$ cat src/rtl/brc_pkg.sv
// Shared types for the decode-time branch target checker.
package brc_pkg;
    // Flags carried by a registered redirect record.
    typedef struct packed {
        logic valid;
        logic mispred;
        logic taken;
        logic fault;
    } redir_flags_t;
endpackage

$ cat src/rtl/brc_slot_eval.sv
// Per-slot classification: decides whether a slot is checked, whether its
// predicted target disagrees with the computed one, and whether it is a
// non-control instruction that was predicted taken.
// Assumes targets are already computed upstream.
module brc_slot_eval #(
    parameter int PC_W = 32
) (
    input  logic            valid,
    input  logic            is_ctrl,
    input  logic            is_direct,
    input  logic            is_uncond,
    input  logic            pred_taken,
    input  logic [PC_W-1:0] pred_tgt,
    input  logic [PC_W-1:0] calc_tgt,
    output logic            checked,
    output logic            bad_tgt,
    output logic            bad_ctrl
);
    // Classify the slot from its flags and targets.
    always_comb begin
        checked  = valid && is_ctrl && is_direct && (is_uncond || pred_taken);
        bad_tgt  = checked && (calc_tgt != pred_tgt);
        bad_ctrl = valid && pred_taken && !is_ctrl;
    end
endmodule

$ cat src/rtl/brc_first_pick.sv
// Priority pick of the lowest-index request. Returns the one-hot winner and
// a mask covering every position up to and including the winner (all ones
// when nothing requests).
module brc_first_pick #(
    parameter int N = 4
) (
    input  logic [N-1:0] req,
    output logic [N-1:0] first_oh,
    output logic [N-1:0] upto,
    output logic         any
);
    // Walk the slots in order, tracking whether a winner was seen.
    always_comb begin
        logic seen;
        seen = 1'b0;
        for (int i = 0; i < N; i++) begin
            first_oh[i] = req[i] && !seen;
            upto[i]     = !seen;
            seen        = seen || req[i];
        end
    end

    assign any = |req;
endmodule

$ cat src/rtl/brc_sat_ctr.sv
// Saturating event counter: adds an increment each cycle and sticks at the
// all-ones value. Synchronous active-low reset.
module brc_sat_ctr #(
    parameter int W     = 8,
    parameter int INC_W = 3
) (
    input  logic             clk,
    input  logic             rst_n,
    input  logic [INC_W-1:0] inc,
    output logic [W-1:0]     count
);
    localparam int          SUM_W = ((W > INC_W) ? W : INC_W) + 1;
    localparam logic [W-1:0] MAX  = '1;

    logic [SUM_W-1:0] sum;

    // Wide sum so an overflow can be seen before it wraps.
    assign sum = SUM_W'(count) + SUM_W'(inc);

    // Register the saturated sum.
    always_ff @(posedge clk) begin
        if (!rst_n)
            count <= '0;
        else if (sum > SUM_W'(MAX))
            count <= MAX;
        else
            count <= sum[W-1:0];
    end

    // a counter at its maximum never wraps back down.
    assert_sat_hold_R10_R11: assert property (@(posedge clk) disable iff (!rst_n)
        (count == MAX) |=> (count == MAX));
    // the count never decreases outside reset.
    assert_no_decrease_R10_R11: assert property (@(posedge clk) disable iff (!rst_n)
        $past(rst_n) |-> (count >= $past(count)));
endmodule

$ cat src/rtl/br_target_check.sv
// Decode-time branch target checker. Evaluates SLOTS instructions given in
// program order, picks the first wrong prediction as the squash point,
// forwards slots up to it, flags younger slots as killed and registers a
// redirect record valid for one cycle. Counts resolved branches and target
// mispredictions with saturating counters.
// Assumes computed targets and branching status arrive with each slot.
module br_target_check
    import brc_pkg::*;
#(
    parameter int SLOTS = 4,
    parameter int SEQ_W = 16,
    parameter int PC_W  = 32,
    parameter int CNT_W = 8
) (
    input  logic                   clk,
    input  logic                   rst_n,
    input  logic [SLOTS-1:0]       slot_valid,
    input  logic [SLOTS*SEQ_W-1:0] slot_seq,
    input  logic [SLOTS-1:0]       slot_ctrl,
    input  logic [SLOTS-1:0]       slot_direct,
    input  logic [SLOTS-1:0]       slot_uncond,
    input  logic [SLOTS-1:0]       slot_pred_taken,
    input  logic [SLOTS-1:0]       slot_branching,
    input  logic [SLOTS-1:0]       slot_no_src,
    input  logic [SLOTS*PC_W-1:0]  slot_pred_tgt,
    input  logic [SLOTS*PC_W-1:0]  slot_calc_tgt,
    output logic [SLOTS-1:0]       fwd_valid,
    output logic [SLOTS-1:0]       fwd_can_issue,
    output logic [SLOTS-1:0]       slot_kill,
    output logic                   redir_valid,
    output logic                   redir_squash,
    output logic                   redir_mispred,
    output logic [SEQ_W-1:0]       redir_seq,
    output logic [PC_W-1:0]        redir_pc,
    output logic                   redir_taken,
    output logic                   pred_fault,
    output logic [CNT_W-1:0]       cnt_resolved,
    output logic [CNT_W-1:0]       cnt_mispred
);
    localparam int INC_W = $clog2(SLOTS + 1);

    logic [SLOTS-1:0] checked, bad_tgt, bad_ctrl, stop;
    logic [SLOTS-1:0] hit_oh, upto;
    logic             any_hit;
    logic [SEQ_W-1:0] off_seq;
    logic [PC_W-1:0]  off_pc;
    logic             off_taken, off_mis, off_fault;
    logic [INC_W-1:0] res_inc, mis_inc;
    redir_flags_t     flags_q;

    // One evaluator per slot.
    for (genvar g = 0; g < SLOTS; g++) begin : g_slot
        brc_slot_eval #(.PC_W(PC_W)) u_eval (
            .valid      (slot_valid[g]),
            .is_ctrl    (slot_ctrl[g]),
            .is_direct  (slot_direct[g]),
            .is_uncond  (slot_uncond[g]),
            .pred_taken (slot_pred_taken[g]),
            .pred_tgt   (slot_pred_tgt[g*PC_W +: PC_W]),
            .calc_tgt   (slot_calc_tgt[g*PC_W +: PC_W]),
            .checked    (checked[g]),
            .bad_tgt    (bad_tgt[g]),
            .bad_ctrl   (bad_ctrl[g])
        );
    end

    assign stop = bad_tgt | bad_ctrl;

    brc_first_pick #(.N(SLOTS)) u_pick (
        .req      (stop),
        .first_oh (hit_oh),
        .upto     (upto),
        .any      (any_hit)
    );

    // Select the squash point's fields through the one-hot winner.
    always_comb begin
        off_seq   = '0;
        off_pc    = '0;
        off_taken = 1'b0;
        off_mis   = 1'b0;
        off_fault = 1'b0;
        for (int i = 0; i < SLOTS; i++) begin
            if (hit_oh[i]) begin
                off_seq   = slot_seq[i*SEQ_W +: SEQ_W];
                off_pc    = slot_calc_tgt[i*PC_W +: PC_W];
                off_taken = slot_branching[i] || slot_uncond[i];
                off_mis   = bad_tgt[i];
                off_fault = bad_ctrl[i];
            end
        end
    end

    // Per-slot outputs toward the next stage.
    always_comb begin
        fwd_valid     = slot_valid & upto;
        fwd_can_issue = fwd_valid & slot_no_src;
        for (int i = 0; i < SLOTS; i++)
            slot_kill[i] = any_hit && slot_valid[i] &&
                           (slot_seq[i*SEQ_W +: SEQ_W] > off_seq);
    end

    // Register the redirect record; cleared when no squash point exists.
    always_ff @(posedge clk) begin
        if (!rst_n || !any_hit) begin
            flags_q   <= '0;
            redir_seq <= '0;
            redir_pc  <= '0;
        end else begin
            flags_q   <= '{valid: 1'b1, mispred: off_mis, taken: off_taken, fault: off_fault};
            redir_seq <= off_seq;
            redir_pc  <= off_pc;
        end
    end

    assign redir_valid   = flags_q.valid;
    assign redir_squash  = flags_q.valid;
    assign redir_mispred = flags_q.mispred;
    assign redir_taken   = flags_q.taken;
    assign pred_fault    = flags_q.fault;

    // Counter increments for this cycle.
    assign res_inc = INC_W'($countones(checked & upto));
    assign mis_inc = INC_W'(off_mis);

    brc_sat_ctr #(.W(CNT_W), .INC_W(INC_W)) u_cnt_res (
        .clk (clk), .rst_n (rst_n), .inc (res_inc), .count (cnt_resolved)
    );
    brc_sat_ctr #(.W(CNT_W), .INC_W(INC_W)) u_cnt_mis (
        .clk (clk), .rst_n (rst_n), .inc (mis_inc), .count (cnt_mispred)
    );

    // at most one squash point per group.
    assert_one_winner_R8: assert property (@(posedge clk) disable iff (!rst_n)
        $onehot0(hit_oh));
    // a killed slot is never forwarded.
    assert_kill_not_fwd_R5: assert property (@(posedge clk) disable iff (!rst_n)
        (slot_kill & fwd_valid) == '0);
    // issue readiness only on forwarded slots.
    assert_issue_subset_R7: assert property (@(posedge clk) disable iff (!rst_n)
        (fwd_can_issue & ~fwd_valid) == '0);
    // a redirect is either a target mismatch or a fault, never both.
    assert_redir_kind_R6: assert property (@(posedge clk) disable iff (!rst_n)
        redir_valid |-> (redir_mispred ^ pred_fault));
    // redirect follows an offending group by one cycle.
    assert_redir_follows_R9: assert property (@(posedge clk) disable iff (!rst_n)
        any_hit |=> redir_valid);
    // a quiet redirect carries no payload.
    assert_quiet_payload_R9: assert property (@(posedge clk) disable iff (!rst_n)
        !redir_valid |-> (redir_seq == '0 && redir_pc == '0 && !pred_fault));
endmodule

$ cat config.mk
export PLATFORM = sky130hd
export DESIGN_NAME = br_target_check
export DESIGN_NICKNAME = d
export VERILOG_FILES = /design/src/rtl/brc_pkg.sv /design/src/rtl/brc_slot_eval.sv /design/src/rtl/brc_first_pick.sv /design/src/rtl/brc_sat_ctr.sv /design/src/rtl/br_target_check.sv
export SDC_FILE = /design/constraint.sdc
export NUM_CORES = 1
export LEC_CHECK = 0
export ABC_CLOCK_PERIOD_IN_PS = 4350
export BUFFER_PORTS_ARGS = -buffer_cell sky130_fd_sc_hd__buf_2
export CAP_MARGIN = 10
export CORE_AREA = 5 5 165 167
export DETAILED_ROUTE_END_ITERATION = 10
export DIE_AREA = 0 0 170 172
export GPL_TIMING_DRIVEN = 0
export PLACE_DENSITY = 0.58
export SETUP_SLACK_MARGIN = 0.4
export SYNTH_ARGS = -nofsm -noshare
export SYNTH_HDL_FRONTEND = slang
export SYNTH_HIERARCHICAL = 1
export SYNTH_SLANG_ARGS = --single-unit
$ cat constraint.sdc
create_clock -name clk -period 4.35 [get_ports clk]
set_input_delay 0.6525 -clock clk [delete_from_list [all_inputs] [get_ports clk]]
set_output_delay 0.6525 -clock clk [all_outputs]
set_load 0.02 [all_outputs]
==> summary.md, run 1 <==
The run finished, with violations left. The checks that failed: negative setup slack. The final weighted congestion in routability-driven placement is 0.9610.

Summed over all layers, the global routing overflow is 0. The tools report the maximum number of buffers from clock root to sink as 2. The clock edge transition at the registers on the reported setup and hold paths was 0.07 ns. The share of post-route cells with drive strength above 1 was 0.5370. The switching power summed over all nets was 1.096 mW.

The total global-route track usage is 0.2574, and the total of buffers placed on input and output ports is 430. For the worst-skew pair, the clock arrives at the later sink with an insertion delay of 0.34 ns. The mean cell area of the mapped netlist came out at 8.447 µm². The finished layout holds 1,701 standard cells, fillers aside. Summing every instance area after synthesis gives 0.007087 mm². The tools report the share of total power in combinational logic as 0.496. The classification of the worst setup path is in2out. Counting distinct cell types in the post-synthesis netlist gives 53. The final total negative setup slack was -2.109 ns; the number of synthesized flops with an enable pin was 0. The peak supply drop came out at 0.1631 mV.

Placement row count: 59. At the worst endpoint, the required time is 3.70 ns. The fraction of the cycle the final worst path needs is 1.135. Counting I/O delays and the setup requirement, the final critical path takes 4.939 ns. Setup repair after global routing could not meet its margin everywhere. The run gives 0 as the residual DRC count.

For the number of synthesis warnings, the log shows 6. The post-route core utilization is 0.4546, and the worst slack after detailed placement is -1.651 ns. The count of endpoints failing setup in the final report is 4, and the pin count of the biggest net entering global routing is 13. The routed layout has 8,632 vias. TritonCTS built the clock tree. For the portion of total power attributed to sequential cells, the log shows 0.237. The first-pass GRT wire length was 55,200 µm. For this run, the top clock speed supported by timing is 0.2025 GHz.

Across the routed clock network, the largest skew measured is 0.006185 ns. The library cell used most frequently in the layout, excluding fill and tap cells, is buf_2. Summing all placed instances gives a cell area of 0.009784 mm².

The dominant register cell in the synthesized netlist was dfxtp_1. The tools report the share of total power in the clock network as 0.266. After the first detailed-routing iteration, the DRC count stood at 464.

The number of hold violations in the final report was 0; the placed wire-length estimate after detailed placement was 33,680 µm. For the count of pins on the block boundary, the log shows 431. Initial cell density of the core: 0.2767.

The tools report the signal arrival time at the worst endpoint as 4.29 ns. From synthesis to final layout, the design area changed by 64.34%. The async set or reset register ratio after synthesis was 0; the pin slew with the least headroom to its limit was 0.6886 ns. Summing all non-filler instances in the final layout gives an area of 0.01165 mm².

After floorplanning, the core was sized to cover 0.02562 mm². The tools report the H-tree depth as 3. The worst hold-check slack is 0.5282 ns. The detail route stage leaves a number of antenna-violating nets equal to 0. From bottom edge to top edge, the die measures 172 µm. After detailed routing, the total wire length is 40,100 µm.

In this run the horizontal extent of the chip is 170 µm. For this run, the detailed router's first-pass iteration total came to 5. The count of state elements after synthesis is 68, and the setup slack after layout is -0.5886 ns. The number of buffers added by the clock tree synthesis step is 9. For this design the ratio of total power to cell area is 246.7 mW/mm². The tools report the cell chosen for the clock root as clkbuf_16.

The net switching fraction of the power is 0.3813, and the number of global-route vias before repair is 8,943. For the cell total after placement, the log shows 1,606. Using the TritonRoute via totals, the vias-per-cell ratio works out to 5.075.

The library cells used most frequently in the layout, excluding fill and tap cells, are 418 x buf_2, 107 x xnor2_1, 68 x dfxtp_1. For the design internal power, the log shows 1.778 mW. The worst setup path is launched from a primary input. The tools report the critical path endpoint category as an output pin. The worst-case headroom to the max-slew limit came out at 0.5374.

The maximum fanout encountered on the critical timing path is 8. The count of final max-slew check failures came out at 0. The floorplan step defined a die boundary enclosing 0.02924 mm².

The part of the Yosys area used for sequential elements came out at 0.1921. For this design the static power due to leakage is 5.278 nW. For the initial antenna violation count, the log shows 22. CTS saw 68 sinks. The run gives 0 as the number of max-cap violations. The net count of the finished layout is 1,770. The total power after layout was 2.873 mW.

The layout has 2,631 filler cells. The cell count after synthesis came out at 839. After detailed routing, the average wire length per cell comes to 23.57 µm. In this run the worst hold path is classified as reg2reg.
## layer usage
| metal | up-vias | track usage | share of wire |
|---|---|---|---|
| met4 | 10 | 0.1139 | 0.046 |
| met5 | - | 0 | 0.0015 |
| met2 | 369 | 0.4713 | 0.51 |
| met3 | 95 | 0.06561 | 0.081 |
| met1 | 4020 | 0.2806 | 0.37 |
| li1 | 4138 | - | - |
## timing repair
action | CTS | global route
hold buffers | 0 | 0
pin swaps | 62 | 60
gates resized for setup | 141 | 64
setup buffers | 44 | 18
gates cloned | 0 | 1
endpoints found under the setup margin | 30 | 20
## sequential cells by signal, summed over array words and instances, names as in the netlist
name             flops
redir_squash         1
redir_mispred        1
redir_pc            32
redir_seq           16
u_cnt_mis/count      8
redir_taken          1
pred_fault           1
u_cnt_res/count      8
## layout make-up
type | count | area [µm²] | area share
Sequential cell | 68 | 1361 | 0.1169
Antenna cell | 16 | 40.04 | 0.003438
Buffer | 45 | 414.1 | 0.03556
Clock buffer | 10 | 239.0 | 0.02052
Inverter | 17 | 63.81 | 0.005479
Tap cell | 335 | 419.2 | 0.03599
Multi-Input combinational cell | 711 | 6243 | 0.5361
Timing Repair Buffer | 493 | 2801 | 0.2405
Clock inverter | 6 | 63.81 | 0.005479
## worst paths after layout
kind / slack, ns / cells past startpoint / start / endpoint
hold reg to reg: 0.53 / 2 / u_cnt_res/count[7] / u_cnt_res/count[7]
setup / recovery: -0.59 / 20 / slot_calc_tgt[55] / slot_kill[3]
hold / removal: 0.53 / 2 / u_cnt_res/count[7] / u_cnt_res/count[7]
setup reg to reg: 2.73 / 5 / u_cnt_mis/count[0] / u_cnt_mis/count[0]
## critical path, stage by stage
cell      delay, ns
buf_6          0.11
xnor2_2        0.16
nand4_1        0.18
nor4_4         0.36
a21boi_2       0.11
or2_4          0.30
nor2b_4        0.13
buf_6          0.13
nor2b_4        0.20
buf_12         0.18
a221oi_2       0.08
nor3_2         0.20
a21oi_2        0.08
buf_4          0.14
ha_1           0.28
nand4_1        0.16
or4_1          0.54
nand3_1        0.10
a21oi_2        0.05
buf_6          0.14
## Yosys cell counts, types with 3 or more instances
| library cell | count | area [µm²] |
|---|---|---|
| nor4_1 | 8 | 50.05 |
| nor3_1 | 30 | 150.1 |
| buf_4 | 6 | 45.04 |
| ha_1 | 72 | 900.9 |
| buf_2 | 19 | 95.09 |
| xnor2_1 | 130 | 1139 |
| a21o_1 | 4 | 30.03 |
| nor3b_1 | 3 | 22.52 |
| clkbuf_1 | 13 | 48.80 |
| and3_1 | 6 | 37.54 |
| a21oi_1 | 76 | 380.4 |
| dfxtp_1 | 68 | 1361 |
| o21a_1 | 4 | 30.03 |
| o2111a_1 | 4 | 45.04 |
| buf_6 | 4 | 45.04 |
| a221oi_1 | 21 | 183.9 |
| inv_1 | 15 | 56.30 |
| nor2_1 | 66 | 247.7 |
| a21boi_1 | 4 | 30.03 |
| nand2_1 | 33 | 123.9 |
| nor3_2 | 20 | 200.2 |
| fa_1 | 3 | 60.06 |
| nand3_1 | 16 | 80.08 |
| or2_2 | 6 | 37.54 |
| a21oi_2 | 3 | 26.28 |
| nor2b_1 | 51 | 319.1 |
| or4_1 | 5 | 37.54 |
| o211ai_1 | 7 | 52.55 |
| a31oi_1 | 6 | 37.54 |
| and2_1 | 7 | 43.79 |
| or3_1 | 4 | 25.02 |
| nand4_1 | 48 | 300.3 |
| a221oi_2 | 34 | 510.5 |
| o21ai_0 | 13 | 65.06 |
## cell families after synthesis
kind of cell,after synthesis,share of synthesized area
multiplexers,1,0.001412
other,2,0.001060
AO/OA/AOI/OAI,191,0.2163
buffers and inverters,62,0.04679
flip-flops,68,0.1921
adder cells (fa/ha/maj),75,0.1356
AND/OR/NAND/NOR,310,0.2461
XOR/XNOR,130,0.1607
## power groups by stage
stage | logic (mW) | clock network [mW] | registers (mW)
final | 1.43 | 0.766 | 0.682
after global routing | 1.54 | 0.815 | 0.686
after CTS | 1.35 | 0.787 | 0.682
after detailed placement | 1.18 | 0 | 0.694
after global placement | 1.17 | 0 | 0.693
after floorplan | 0.620 | 0 | 0.748
Power figures use the tool's default switching activity.
==> inputs of run 2 (changes only) <==
--- a/config.mk
+++ b/config.mk
@@ -5,14 +5,14 @@
 export SDC_FILE = /design/constraint.sdc
 export NUM_CORES = 1
 export LEC_CHECK = 0
-export ABC_CLOCK_PERIOD_IN_PS = 4350
+export ABC_CLOCK_PERIOD_IN_PS = 5200
 export BUFFER_PORTS_ARGS = -buffer_cell sky130_fd_sc_hd__buf_2
 export CAP_MARGIN = 10
 export CORE_AREA = 5 5 165 167
 export DETAILED_ROUTE_END_ITERATION = 10
 export DIE_AREA = 0 0 170 172
 export GPL_TIMING_DRIVEN = 0
-export PLACE_DENSITY = 0.58
+export PLACE_DENSITY = 0.56
 export SETUP_SLACK_MARGIN = 0.4
 export SYNTH_ARGS = -nofsm -noshare
 export SYNTH_HDL_FRONTEND = slang
==> constraint.sdc (replaced) <==
create_clock -name clk -period 5.2 [get_ports clk]
set_input_delay 0.78 -clock clk [delete_from_list [all_inputs] [get_ports clk]]
set_output_delay 0.78 -clock clk [all_outputs]
set_load 0.01 [all_outputs]
==> summary.md, run 2 (synthesis gave the netlist of run 1 again) <==
The run finished with clean final reports. The number of global-route vias before repair came out at 9,017. The tools report the final-stage net count as 1,754. The timing endpoint of the critical path is slot_kill[1]. VDD sags by at most 0.2083 mV. For the count of final max-slew check failures, the log shows 0. The tree is rooted in a clkbuf_16.

The first-pass GRT wire length is 56,060 µm, and the power per cell area is 215.4 mW/mm². During placement, the flow inserted port buffers numbering 430. Detailed placement ended at an HPWL of 34,440 µm. The residual overflow from global routing is 0, and the chip height is 172 µm. Counting along the longest clock path gives a buffer depth of 2. The count of endpoints failing setup in the final report was 0.

The tightest min-delay check is of the reg2reg type. Setup total negative slack on the finished layout was measured at 0 ns. The register name with the most flops is redir_pc. The residual DRC count was 0. The area added between synthesis and finish was 61.23%; the number of hold violations in the final report was 0. The worst-case headroom to the max-slew limit came out at 0.5341. In the layout the commonest cells are 416 x buf_2, 107 x xnor2_1, 68 x dfxtp_1. Leading cell type in the layout, fill and taps excluded: buf_2. Source of the worst register-to-register timing path: u_cnt_res/count[0].

At the pin with the least slew margin, the transition time is 0.6989 ns. The area of the die is 0.02924 mm². The H-tree generated during clock tree synthesis spans 3 levels.

DRC marker count from the first detailed-route iteration: 570. The setup path with the least slack is of type in2out. The initial cell density of the core came out at 0.2767.

The first detailed-routing pass ran for 5 iterations. Across the run, the number of max-cap violations was 0. The timing-limited maximum frequency is 0.1930 GHz, and the worst reg-to-reg path cell count is 5. The total global-route track usage was 0.2637.

The worst register-to-register path ends at u_cnt_res/count[0]. After clock tree synthesis, the clock-pin slew on the worst setup and hold paths is 0.06 ns. The horizontal extent of the die is 170 µm, and the maximum fanout encountered on the critical timing path is 8. Hold timing on the final database bottoms out at a slack of 0.5263 ns.

Summed over all layers, the routed wires come to 40,560 µm. The fraction of the cycle the final worst path needs works out to 0.9964. The clock period minus final worst setup slack was 5.181 ns.

The tools report the final weighted congestion in routability-driven placement as 0.9667. Entering global routing, the biggest net connects 12 pins. Clock tree synthesis found a total of 68 sinks. Counting the buffers created by CTS gives 9. TritonCTS built the clock tree. Static power due to leakage: 5.227 nW. The initial antenna violation count was 23; the setup slack of the worst register-to-register path was 3.46 ns. The tools report the element type at the critical path start as a primary input. In the final routed layout, each cell accounts on average for 24.10 µm.

In the final layout, the registers with the most flip-flops are redir_pc: 32 flops, redir_seq: 16 flops. The register with the most flip-flops in the layout has 32 of them. STA puts the critical path data required time at 4.42 ns. The critical path endpoint category is an output pin.

The clock arrives with 0.008481 ns of skew. The routed layout has 8,566 vias. Setup repair after global routing could not meet its margin everywhere. The tools report the placement row count as 59.

The core region is 0.02562 mm². The share of post-route cells with drive strength above 1 is 0.5161, and the count of nets left with antenna violations after detail routing is 0. The later pin in the worst-skew pair is clocked with a latency of 0.34 ns.

The tools report the post-route core utilization as 0.4461. The worst setup path startpoint is slot_calc_tgt[57]. Using the TritonRoute via totals, the vias-per-cell ratio works out to 5.090.

For the worst setup path, the data arrival time is 4.40 ns. 431 I/O pins were placed.
==> run 2: critical path: stages <==
cell and delay, ns:
buf_4 0.14, xnor2_2 0.15, nand4_1 0.14, nor4_4 0.39, a21boi_2 0.11, or2_4 0.29
nor2b_4 0.14, buf_6 0.13, nor2b_4 0.20, buf_12 0.17, a221oi_4 0.06, nor3_2 0.18
a21oi_2 0.09, ha_1 0.33, nand4_1 0.24, or4_1 0.53, nand3_1 0.11, a21oi_2 0.05
buf_2 0.14
==> run 2: worst min-delay path by stage <==
stage	from	cells after the start	endpoint	slack (ns)
2_1_floorplan	u_cnt_mis/count[7]	2	u_cnt_mis/count[7]	0.52
3_3_place_gp	u_cnt_res/count[7]	2	u_cnt_res/count[7]	0.50
3_5_place_dp	u_cnt_res/count[7]	2	u_cnt_res/count[7]	0.51
4_1_cts	u_cnt_res/count[7]	2	u_cnt_res/count[7]	0.52
5_1_grt	u_cnt_res/count[7]	2	u_cnt_res/count[7]	0.56
6_report	u_cnt_mis/count[7]	2	u_cnt_mis/count[7]	0.53
==> run 2: what timing repair did <==
action                                  4_1_cts  5_1_grt
resized for setup                           145       58
pin swaps                                    52       44
hold buffers                                  0        0
endpoints found under the setup margin       12        6
buffers inserted                             34       13
==> run 2: cell type report <==
| cell class | count | area (µm²) |
|---|---|---|
| fill | 2633 | 14190 |
| multi-input combinational | 711 | 6168 |
| timing repair buffer | 477 | 2654 |
| sequential | 68 | 1361 |
| tap | 335 | 419.2 |
| buffer | 45 | 367.9 |
| clock buffer | 10 | 229.0 |
| clock inverter | 5 | 125.1 |
| inverter | 17 | 63.81 |
| antenna | 15 | 37.54 |
==> run 2: per-stage QoR <==
step           total power, mW  instances  instance area [µm²]  setup slack [ns]
5_1_grt                  2.606       1682                11420           -0.1885
4_1_cts                  2.428       1655                10960         -0.004675
6_report                 2.461       1683                11430           0.01878
3_3_place_gp             1.518       1606                 9666            -1.082
2_1_floorplan            1.096        841                 7094            0.5538
3_5_place_dp             1.525       1606                 9666            -1.110
==> run 2: power by group <==
part           leakage (nW)  switching (mW)  internal, mW
Clock                 0.173           0.242         0.514
Combinational          4.50           0.614         0.521
Sequential            0.554          0.0126         0.557
Total                  5.23           0.869          1.59
==> run 2: layer usage <==
metal,up-vias,GRT usage,share of wire
met3,95,0.07682,0.081
li1,4099,-,-
met2,387,0.4785,0.50
met1,3977,0.2861,0.37
met5,-,0,0.0013
met4,8,0.1142,0.043
==> inputs of run 3 (changes only) <==
--- a/config.mk
+++ b/config.mk
@@ -5,14 +5,15 @@
 export SDC_FILE = /design/constraint.sdc
 export NUM_CORES = 1
 export LEC_CHECK = 0
+export ABC_AREA = 1
 export ABC_CLOCK_PERIOD_IN_PS = 5200
 export BUFFER_PORTS_ARGS = -buffer_cell sky130_fd_sc_hd__buf_2
 export CAP_MARGIN = 10
-export CORE_AREA = 5 5 165 167
+export CORE_AREA = 5 5 164 166
 export DETAILED_ROUTE_END_ITERATION = 10
-export DIE_AREA = 0 0 170 172
+export DIE_AREA = 0 0 169 171
 export GPL_TIMING_DRIVEN = 0
-export PLACE_DENSITY = 0.56
+export PLACE_DENSITY = 0.61
 export SETUP_SLACK_MARGIN = 0.4
 export SYNTH_ARGS = -nofsm -noshare
 export SYNTH_HDL_FRONTEND = slang
==> summary.md, run 3 <==
The power per cell area works out to 193.7 mW/mm². Residual DRC count: 0. The setup path with the least slack is of type in2out. The count of pins on the block boundary came out at 431.

The clock arrives with 0.005707 ns of skew. The fraction of the cycle the final worst path needs was 0.9212; the area added between synthesis and finish was 50.49%. The async set or reset register ratio after synthesis is 0. The commonest cells after synthesis are 518 x nand2_1, 254 x inv_1, 251 x nor2_1, 112 x a21oi_1, 72 x ha_1.

Worst reg-to-reg path cell count: 8. The longest clock path from root to sink contains 2 buffers. For the pin with the worst max-slew slack, the measured transition is 0.7190 ns. The dominant register cell in the synthesized netlist was dfxtp_1. Timing analysis after detailed placement gives a worst setup slack of -0.3772 ns.

In this run the cell area of the synthesized design comes to 0.008153 mm². The detail-routed via count per cell works out to 4.707. The clock tree synthesis step divided the H-tree into 3 levels. Detailed placement ended at an HPWL of 32,100 µm. The part of the Yosys area used for sequential elements is 0.1670, and the total global-route track usage is 0.2481.

Entering global routing, the biggest net connects 13 pins. The tools report the initial antenna violation count as 8. Max-cap violations in this run came to 0. Adding up every negative setup slack in the final design gives 0 ns. The number of global-route vias before repair is 10,120. Setup repair after global routing could not meet its margin everywhere. For this run, the number of Yosys warnings is 6.

The portion of synthesized cell area occupied by the leading cell type came out at 0.2385. The number of hold violations in the final report is 0. A synthesized cell averages 5.403 µm². Sorting the synthesized cells by area gives the leading types as nand2_1 24%, dfxtp_1 17%, inv_1 12%, nor2_1 12%, ha_1 11%. In this run, the number of DRC markers left after iteration 0 of detailed routing was 663.

Routability-driven placement finished with a final weighted congestion of 0.8964. The final layout contains routed wiring with a total length of 38,930 µm. In this run the worst hold path is classified as reg2reg.

The flow ran to the end, and the final reports show no timing, DRC or antenna violations. The share of post-route cells with drive strength above 1 works out to 0.3263. TritonCTS built the clock tree. The static power due to leakage was 7.387 nW. The detail route stage leaves a number of antenna-violating nets equal to 0. The run gives 4.42 ns as the endpoint required time on the critical path.

The total of buffers placed on input and output ports is 430. Among all cell types in the netlist, the one instantiated most often is nand2_1. Based on the critical path, the design can be clocked at up to 0.2088 GHz. Detailed-route wire length per cell: 16.62 µm. Setup violations remaining at the end of the flow were counted as 0. The cell chosen for the clock root is clkbuf_16.

The largest total area in the synthesized netlist belongs to nand2_1. Count of final max-slew check failures: 0. The final layout contains 2,421 nets. Synthesis instantiated 37 different standard cells from the library. Cell total after placement: 2,276. The library cells used most frequently in the layout, excluding fill and tap cells, are 495 x nand2_1, 426 x buf_2, 249 x inv_1.

The number of flip-flops in the largest register came out at 32. The library cell used most frequently in the layout, excluding fill and tap cells, is nand2_1. Along the worst hold path, the cell count comes to 2. The maximum fanout encountered on the critical timing path came out at 5. STA classifies the critical path endpoint as an output pin. The die covers 0.02890 mm². The setup slack after layout is 0.4099 ns, and the clock period minus final worst setup slack is 4.790 ns. For the clock latency on the worst-skew pair, the log shows 0.34 ns.

For the worst setup path, the data arrival time is 4.01 ns. Measured along the x axis, the die boundary spans 169 µm. Counting flops with a built-in enable in the synthesized netlist gives 0. The worst-case headroom to the max-slew limit is 0.5206. The register name with the most flops was redir_pc. The number of clock buffers added by TritonCTS is 9. The initial cell density of the core is 0.3201. Across all layers, the routed design uses 11,030 vias. The count of state elements after synthesis works out to 68. After clock tree synthesis, the clock-pin slew on the worst setup and hold paths is 0.06 ns. The logs give 59 for the placement row count and 4 for the first-pass iteration count of the detailed router. The clock net sink count is 68, and the worst hold-check slack is 0.5675 ns. VDD sags by at most 0.1229 mV.

The cell count after synthesis came out at 1,509. In the final layout, the registers with the most flip-flops are redir_pc: 32 flops, redir_seq: 16 flops. The design draws 2.376 mW.

The finished layout holds 2,343 standard cells, fillers aside. The die is 171 µm tall. The floorplan step defined a core boundary enclosing 0.02547 mm².

The residual overflow from global routing is 0, and the first-pass GRT wire length is 55,030 µm. Element type at the critical path start: a primary input.
-- run 3: cell types whose count changed in the layout (fill, tap and decap cells not counted), sizes merged, moves of 9 or more --
| cell | delta |
|---|---|
| a21oi | +33 |
| a221oi | -55 |
| a22oi | +15 |
| buf | -10 |
| inv | +241 |
| nand2 | +489 |
| nand4 | -42 |
| nor2 | +190 |
| nor2b | -52 |
| nor3 | -47 |
| o211ai | -9 |
| o21ai | +65 |
| xnor2 | -128 |
| xor2 | +12 |
-- run 3: where the power goes --
part / leakage (nW) / internal, mW / switching [mW] / total, mW
logic: 6.68 / 0.485 / 0.630 / 1.11
registers: 0.555 / 0.559 / 0.0150 / 0.574
clock network: 0.157 / 0.422 / 0.266 / 0.688
-- run 3: logic make-up (layout without fill, tap and decap cells) --
group	Yosys count	after routing	share of synthesized area
other	2	11	0.0009212
buffers and inverters	296	786	0.1464
flip-flops	68	68	0.1670
AND/OR/NAND/NOR	819	819	0.3936
XOR/XNOR	14	14	0.01504
AO/OA/AOI/OAI	235	235	0.1591
adder cells (fa/ha/maj)	75	75	0.1179
-- run 3: worst paths after layout --
path                      start            endpoint  slack, ns
min reg2reg  u_cnt_mis/count[6]  u_cnt_mis/count[6]       0.57
max           slot_calc_tgt[33]        slot_kill[3]       0.41
max reg2reg  u_cnt_res/count[0]  u_cnt_res/count[5]       3.58
min          u_cnt_mis/count[6]  u_cnt_mis/count[6]       0.57
-- run 3: routing by layer --
metal	wire length (µm)	GRT usage	part of all wire	vias up
met5	11	0	0.00028	-
met4	1099	0.07175	0.028	2
met3	2864	0.05083	0.074	68
met2	18890	0.4475	0.49	408
met1	16070	0.2983	0.41	4940
li1	-	-	-	5610
-- run 3: repair_timing --
item | in CTS | in global routing
gates cloned | 2 | 1
hold buffers | 0 | 0
gates resized for setup | 76 | 121
pin swaps | 30 | 72
setup buffers | 23 | 18
setup endpoints to repair | 4 | 4
-- run 3: cell type report --
class / instances / area, µm²
flip-flops and latches: 68 / 1361
multi-input cells: 1147 / 6217
clock buffers: 10 / 229.0
fillers: 2721 / 13200
repair buffers: 474 / 2655
inverters: 257 / 974.7
clock inverters: 6 / 87.58
well taps: 335 / 419.2
plain buffers: 39 / 307.8
diodes: 7 / 17.52
-- run 3: through the flow --
stage                     instance area, µm²    util
after floorplan                         8160       -
after global placement                 10730  0.4214
after detailed placement               10730  0.4214
after CTS                              11540  0.4533
after global routing                   12270  0.4817
final                                  12270  0.4817
-- run 3: worst max-delay path, cell delays in order --
cell,delay [ns]
buf_4,0.12
nor2_1,0.08
nor2_1,0.05
nor2_1,0.14
nand2_1,0.11
nor2_2,0.13
nand2_2,0.07
nor2_4,0.15
nor2_2,0.07
or2_4,0.28
nor2_4,0.15
nand2_2,0.09
nor2_4,0.15
buf_8,0.16
buf_12,0.12
a21oi_1,0.04
o21ai_1,0.14
nand2_4,0.11
ha_1,0.31
nand2_1,0.06
inv_1,0.08
nand2_1,0.06
nand2_1,0.05
nand2_1,0.04
nand2_1,0.10
nand2_1,0.07
a21oi_2,0.13
buf_2,0.16
